===== src/rtl/bcd_pkg.sv =====
package bcd_pkg;

    localparam int DIGIT_W = 4;

    typedef logic [DIGIT_W-1:0] digit_t;

    // Raw 4-bit binary sum of two digits plus its carry out of bit 3
    typedef struct packed {
        logic   carry;
        digit_t bits;
    } nib_sum_t;

    // Gate-level test for a raw digit sum of ten or more
    function automatic logic needs_fix(nib_sum_t r);
        return r.carry | (r.bits[3] & r.bits[2]) | (r.bits[3] & r.bits[1]);
    endfunction

endpackage


===== src/rtl/bcd_fa.sv =====
module bcd_fa (
    input  logic x,
    input  logic y,
    input  logic ci,
    output logic sum,
    output logic co
);
    logic p;

    assign p   = x ^ y;
    assign sum = p ^ ci;
    assign co  = (x & y) | (p & ci);
endmodule


===== src/rtl/bcd_digit_add.sv =====
module bcd_digit_add
    import bcd_pkg::*;
(
    input  digit_t x,
    input  digit_t y,
    input  logic   ci,
    output digit_t digit,
    output logic   dec_carry
);
    logic [DIGIT_W:0] rc;
    digit_t           raw_bits;
    nib_sum_t         raw;
    logic             fix;
    logic [3:1]       cc;

    assign rc[0] = ci;

    // Binary ripple over the digit
    for (genvar i = 0; i < DIGIT_W; i++) begin : g_raw
        bcd_fa u_fa (
            .x  (x[i]),
            .y  (y[i]),
            .ci (rc[i]),
            .sum(raw_bits[i]),
            .co (rc[i+1])
        );
    end

    assign raw.carry = rc[DIGIT_W];
    assign raw.bits  = raw_bits;
    assign fix       = needs_fix(raw);
    assign dec_carry = fix;

    // Add six (0110) when fix is set: bit 0 passes through, bits 1..2 add fix, bit 3 takes the ripple
    assign digit[0] = raw_bits[0];
    assign cc[1]    = 1'b0;

    for (genvar j = 1; j < 3; j++) begin : g_fix
        bcd_fa u_fa (
            .x  (raw_bits[j]),
            .y  (fix),
            .ci (cc[j]),
            .sum(digit[j]),
            .co (cc[j+1])
        );
    end

    assign digit[3] = raw_bits[3] ^ cc[3];
endmodule


===== src/rtl/bcd_pair_adder.sv =====
module bcd_pair_adder
    import bcd_pkg::*;
#(
    parameter int NDIGITS = 2,
    localparam int W = DIGIT_W * NDIGITS
) (
    input  logic [W-1:0] a_bcd,
    input  logic [W-1:0] b_bcd,
    output logic [W-1:0] sum_bcd
);
    logic [NDIGITS:0] chain;

    assign chain[0] = 1'b0;

    for (genvar d = 0; d < NDIGITS; d++) begin : g_digit
        bcd_digit_add u_dig (
            .x        (a_bcd[DIGIT_W*d +: DIGIT_W]),
            .y        (b_bcd[DIGIT_W*d +: DIGIT_W]),
            .ci       (chain[d]),
            .digit    (sum_bcd[DIGIT_W*d +: DIGIT_W]),
            .dec_carry(chain[d+1])
        );
    end
endmodule


===== config.mk =====
export PLATFORM = sky130hd
export DESIGN_NAME = bcd_pair_adder
export DESIGN_NICKNAME = d
export VERILOG_FILES = /design/src/rtl/bcd_pkg.sv /design/src/rtl/bcd_fa.sv /design/src/rtl/bcd_digit_add.sv /design/src/rtl/bcd_pair_adder.sv
export SDC_FILE = /design/constraint.sdc
export NUM_CORES = 1
export LEC_CHECK = 0
export ABC_AREA = 1
export BUFFER_PORTS_ARGS = -buffer_cell sky130_fd_sc_hd__buf_4
export CAP_MARGIN = 20
export CORE_AREA = 3 3 40 42
export DETAILED_ROUTE_END_ITERATION = 7
export DIE_AREA = 0 0 43 45
export PLACE_DENSITY_LB_ADDON = 0.3
export SLEW_MARGIN = 20
export SYNTH_ARGS = -nofsm -noshare
export SYNTH_HDL_FRONTEND = slang
export SYNTH_SLANG_ARGS = --single-unit

===== constraint.sdc =====
create_clock -name vclk -period 10.1
set_clock_uncertainty 0.2 [all_clocks]
set_input_delay 1.01 -clock vclk [all_inputs]
set_output_delay 1.01 -clock vclk [all_outputs]
set_load 0.005 [all_outputs]

==> results of run 1 <==
==> cell usage in the layout (no fill, tap or decap) <==
master,n
nand2_1,8
ha_1,3
fa_1,9
nor2_1,4
inv_1,20
buf_4,24
==> power groups by stage <==
stage	Clock [µW]	Combinational, µW	Sequential (µW)
floorplan	0	39.6	0
global placement	0	54.2	0
detailed placement	0	55.3	0
CTS	0	55.4	0
global route	0	62.8	0
finish	0	53.8	0
==> path summary, 6_finish.rpt <==
kind / endpoint / cells after the start
worst max-delay path: sum_bcd[7] / 23
worst min-delay path: sum_bcd[0] / 3
==> per-layer routing <==
layer  share of wire  global-route usage  vias up
met1            0.38               0.111      148
met4               0                   0        0
li1                -                   -      165
met5               0                   0        -
met2            0.57               0.132        7
met3           0.043             0.00398        0
==> area by class of cell <==
type	count	area [µm²]	share of cell area
multi-input combinational	24	263	0.490
inverter	20	75.1	0.140
tap	15	18.8	0.0350
timing repair buffer	24	180	0.336
==> kinds of logic after synthesis <==
| kind of cell | synth area share |
|---|---|
| buf+inv | 0.314 |
| fa+ha+maj | 0.569 |
| simple gates | 0.118 |
==> synth_stat cells <==
| cell type | instances | share of area |
|---|---|---|
| buf_4 | 6 | 0.12 |
| fa_1 | 9 | 0.47 |
| nor2_1 | 4 | 0.039 |
| inv_1 | 20 | 0.20 |
| nand2_1 | 8 | 0.078 |
| ha_1 | 3 | 0.098 |
==> critical path: stages <==
cell	delay, ns
buf_4	0.08
ha_1	0.13
inv_1	0.05
fa_1	0.38
fa_1	0.37
inv_1	0.07
fa_1	0.45
nand2_1	0.09
nand2_1	0.11
fa_1	0.38
inv_1	0.07
fa_1	0.17
fa_1	0.16
inv_1	0.05
fa_1	0.47
nand2_1	0.09
nand2_1	0.08
ha_1	0.20
fa_1	0.38
nand2_1	0.08
inv_1	0.04
nor2_1	0.07
buf_4	0.11
==> per-stage QoR <==
stage	setup slack (ns)	util	instance area, µm²
final	3.80	0.418	537
after global routing	3.55	0.418	537
after detailed placement	3.75	0.418	537
after CTS	3.76	0.418	537
after floorplan	4.15	-	383
after global placement	3.82	0.418	537
==> run_results.csv, run 1 <==
group,metric,value,unit
sta,fin_crit_sh,0.624,
power_and_ir_drop,combPwrFrac,1.000,
setup_path,worst-path-max-fanout,3,
drt,drt_iter0_markers,1,
yosys,netlist_instances,50,
floorplanning,die_area,1940,µm²
yosys,netlist_area,383,µm²
floorplanning,num_io_pins,24,
layout,clock_buffer_count,0,
placed_design,place_hpwl,638,µm
setup_path,critPathLaunchType,"input port",
yosys,avgSynthCellArea,7.66,µm²
drt,viasPerCell,3.86,
setup_path,critPathLaunch,"a_bcd[0]",
sta,whs,2.10,ns
cts,cts_hold_buffers,0,
power_and_ir_drop,pwr-share-seq,0,
grt,grt_usage,0.0756,
setup_path,required,8.89,ns
layout,seq_area,0,µm²
sta,finalCriticalPeriod,6.30,ns
sta,finalHoldViolCount,0,
floorplanning,rows,13,
layout,areaGrowthSynthToFinish,40.2,%
sta,rsz0062_at_grt,"no",
layout,nets,98,
power_and_ir_drop,p_per_area,100,nW/µm²
grt,antenna_found_initial,0,
power_and_ir_drop,p_sw_frac,0.427,
yosys,yosysWarnings,0,
yosys,synthesis.nets,78,
power_and_ir_drop,p_int,30.9,µW
sta,fmax,0.159,GHz
placed_design,place_congestion,0.673,
cts,postCtsSetupBuffers,0,
sta,worstMarginPinSlew,0.156,ns
drt,wl,621,µm
run_status,status,"complete, no violations",
yosys,seq_area_frac_synth,0,
run,drv_cap,0,
power_and_ir_drop,power_frac_clock,0,
drt,drt-wirelength-per-cell,7.48,µm
setup_path,crit_type,"in2out",
setup_path,end_kind,"output pin",
power_and_ir_drop,p_total,53.8,µW
sta,max-slew-margin-rel,0.896,
grt,grt.overflow.total,0,
power_and_ir_drop,p_leak,0.000340,µW
layout,nFillCells,140,
drt,postRouteAntennaNets,0,
floorplanning,initial_core_util,0.298,
sta,setup_viol,0,
cts,post_cts_resized,0,
layout,seq_cell_count,0,
layout,layout-drive-gt1-share,0.353,
floorplanning,die_width,43,µm
sta,slew_viol_final,0,
drt,via_count,320,
power_and_ir_drop,ir_drop,0.0251,mV
layout,fin_cells,83,
drt,drc,0,
grt,grt_pass1_wl,1180,µm
drt,dr.pass1.iters,2,
layout,diodes,0,
grt,grt_max_degree,4,
hold_path,hold_path_class,"in2out",
placed_design,port_buffers,24,
hold_path,hold_start,"b_bcd[0]",
sta,setup_tns,0,ns
setup_path,cp.arrival,5.09,ns
floorplanning,coreArea,1280,µm²
floorplanning,die_y,45,µm
grt,grt_pass1_vias,299,
yosys,synth_cell_type_count,6,
placed_design,dp.cells,83,
power_and_ir_drop,switchingPower,23.0,µW
Power figures use the tool's default switching activity.
==> run 2, diff against run 1 <==
- clock period: 10.1 -> 6.45 ns (I/O delays scaled with it)
==> run 2 against run 1 <==
Highest routed layer unchanged. Global-route usage fell by 0.43 points. Count of clock-buffer cells in the layout did not move. Largest cell class unchanged. Sequential share of layout area did not move. Critical path type unchanged. Critical endpoint unchanged. Die area did not move. First-iteration DRC count fell by 100%.
==> run_results.csv, run 2 (synthesis gave the netlist of run 1 again) <==
group,metric,value,unit
run_status,status,"complete, no violations",
hold_path,hold_start,"b_bcd[0]",
floorplanning,initial_core_util,0.298,
grt,grt_max_degree,4,
layout,layout_common_cells,"24 x buf_4, 20 x inv_1, 9 x fa_1, 8 x nand2_1, 4 x nor2_1",
hold_path,hold_depth,3,
layout,seq_cell_count,0,
drt,drt_iter0_markers,0,
drt,postRouteAntennaNets,0,
drt,via_count,318,
placed_design,port_buffers,24,
sta,fin_crit_sh,0.864,
drt,drt-wirelength-per-cell,7.47,µm
setup_path,crit_path_frequent_cell,"fa_1",
floorplanning,die_area,1940,µm²
sta,rsz0062_at_grt,"no",
sta,finalHoldViolCount,0,
setup_path,end_kind,"output pin",
cts,cts_hold_buffers,0,
hold_path,min_to,"sum_bcd[0]",
layout,layout_commonest_cell,"buf_4",
sta,max-slew-margin-rel,0.887,
sta,setup_tns,0,ns
run,drv_cap,0,
grt,use_met2,0.132,
drt,wl,620,µm
sta,worstMarginPinSlew,0.169,ns
layout,layout-drive-gt1-share,0.353,
floorplanning,num_io_pins,24,
placed_design,place_congestion,0.657,
setup_path,path_cells,"buf_4 > ha_1 > inv_1 > fa_1 > fa_1 > inv_1 > fa_1 > nand2_1 > nand2_1 > fa_1 > inv_1 > fa_1 > fa_1 > inv_1 > fa_1 > nand2_1 > nand2_1 > ha_1 > fa_1 > nand2_1 > inv_1 > nor2_1 > buf_4",
layout,seq_area,0,µm²
layout,areaGrowthSynthToFinish,40.2,%
grt,met1_usage,0.0963,
grt,grt.overflow.total,0,
grt,grt_usage,0.0714,
sta,slew_viol_final,0,
layout,diodes,0,
setup_path,critPathLaunchType,"input port",
layout,nets,98,
grt,grt_pass1_wl,1120,µm
sta,whs,1.37,ns
power_and_ir_drop,ir_drop,0.0421,mV
setup_path,cp.arrival,4.73,ns
setup_path,crit_type,"in2out",
grt,grt_util_met3,0.00797,
power_and_ir_drop,p_per_area,156,nW/µm²
sta,finalCriticalPeriod,5.57,ns
drt,drc,0,
setup_path,required,5.60,ns
sta,fmax,0.180,GHz
cts,postCtsSetupBuffers,0,
floorplanning,die_y,45,µm
grt,grt_pass1_vias,286,
grt,antenna_found_initial,0,
floorplanning,rows,13,
floorplanning,die_width,43,µm
drt,dr.pass1.iters,1,
setup_path,worst-path-max-fanout,3,
setup_path,slowest_delay,0.48,ns
drt,viasPerCell,3.83,
setup_path,worst_path_max_delay_cell,"fa_1",
hold_path,hold_path_class,"in2out",
cts,post_cts_resized,0,
sta,setup_viol,0,
floorplanning,coreArea,1280,µm²
grt,top_usage_layer,"met2",
placed_design,place_hpwl,624,µm
layout,clock_buffer_count,0,
power_and_ir_drop,p_leak,0.000340,µW
[run 2: cell counts in the layout (fill, tap and decap cells not counted)]
No cell type changed its count.
[run 2: cell type report]
type | count | area, µm²
Timing Repair Buffer | 24 | 180
Fill cell | 142 | 748
Inverter | 20 | 75.1
Multi-Input combinational cell | 24 | 263
Tap cell | 15 | 18.8
[run 2: report_power, final]
group          internal, µW  total, µW  switching [µW]
Sequential                0          0               0
Combinational          48.0       83.7            35.7
Clock                     0          0               0
[run 2: per-layer routing]
layer | vias up | part of all wire
li1 | 164 | -
met1 | 147 | 0.34
met2 | 7 | 0.60
met3 | 0 | 0.065
met4 | 0 | 0
met5 | - | 0
[run 2: per-stage QoR]
step	utilization	instance area [µm²]	power, µW	std cells	worst slack, ns
after floorplan	-	383	62.1	50	1.23
after global placement	0.418	537	85.0	83	0.904
after detailed placement	0.418	537	86.0	83	0.850
after CTS	0.418	537	86.3	83	0.842
after global routing	0.418	537	97.2	83	0.610
final	0.418	537	83.7	83	0.879
[run 2: worst max path at each step]
stage	startpoint	to	slack, ns
CTS	a_bcd[0]	sum_bcd[7]	0.84
floorplan	a_bcd[0]	sum_bcd[7]	1.23
detailed placement	a_bcd[0]	sum_bcd[7]	0.85
global placement	a_bcd[0]	sum_bcd[7]	0.90
finish	a_bcd[0]	sum_bcd[7]	0.88
global route	a_bcd[0]	sum_bcd[7]	0.61
[run 2: critical path, delay by kind of cell]
family / cells / cell delay (ns)
fa+ha+maj: 10 / 3.08
buf+inv: 7 / 0.46
simple gates: 6 / 0.53
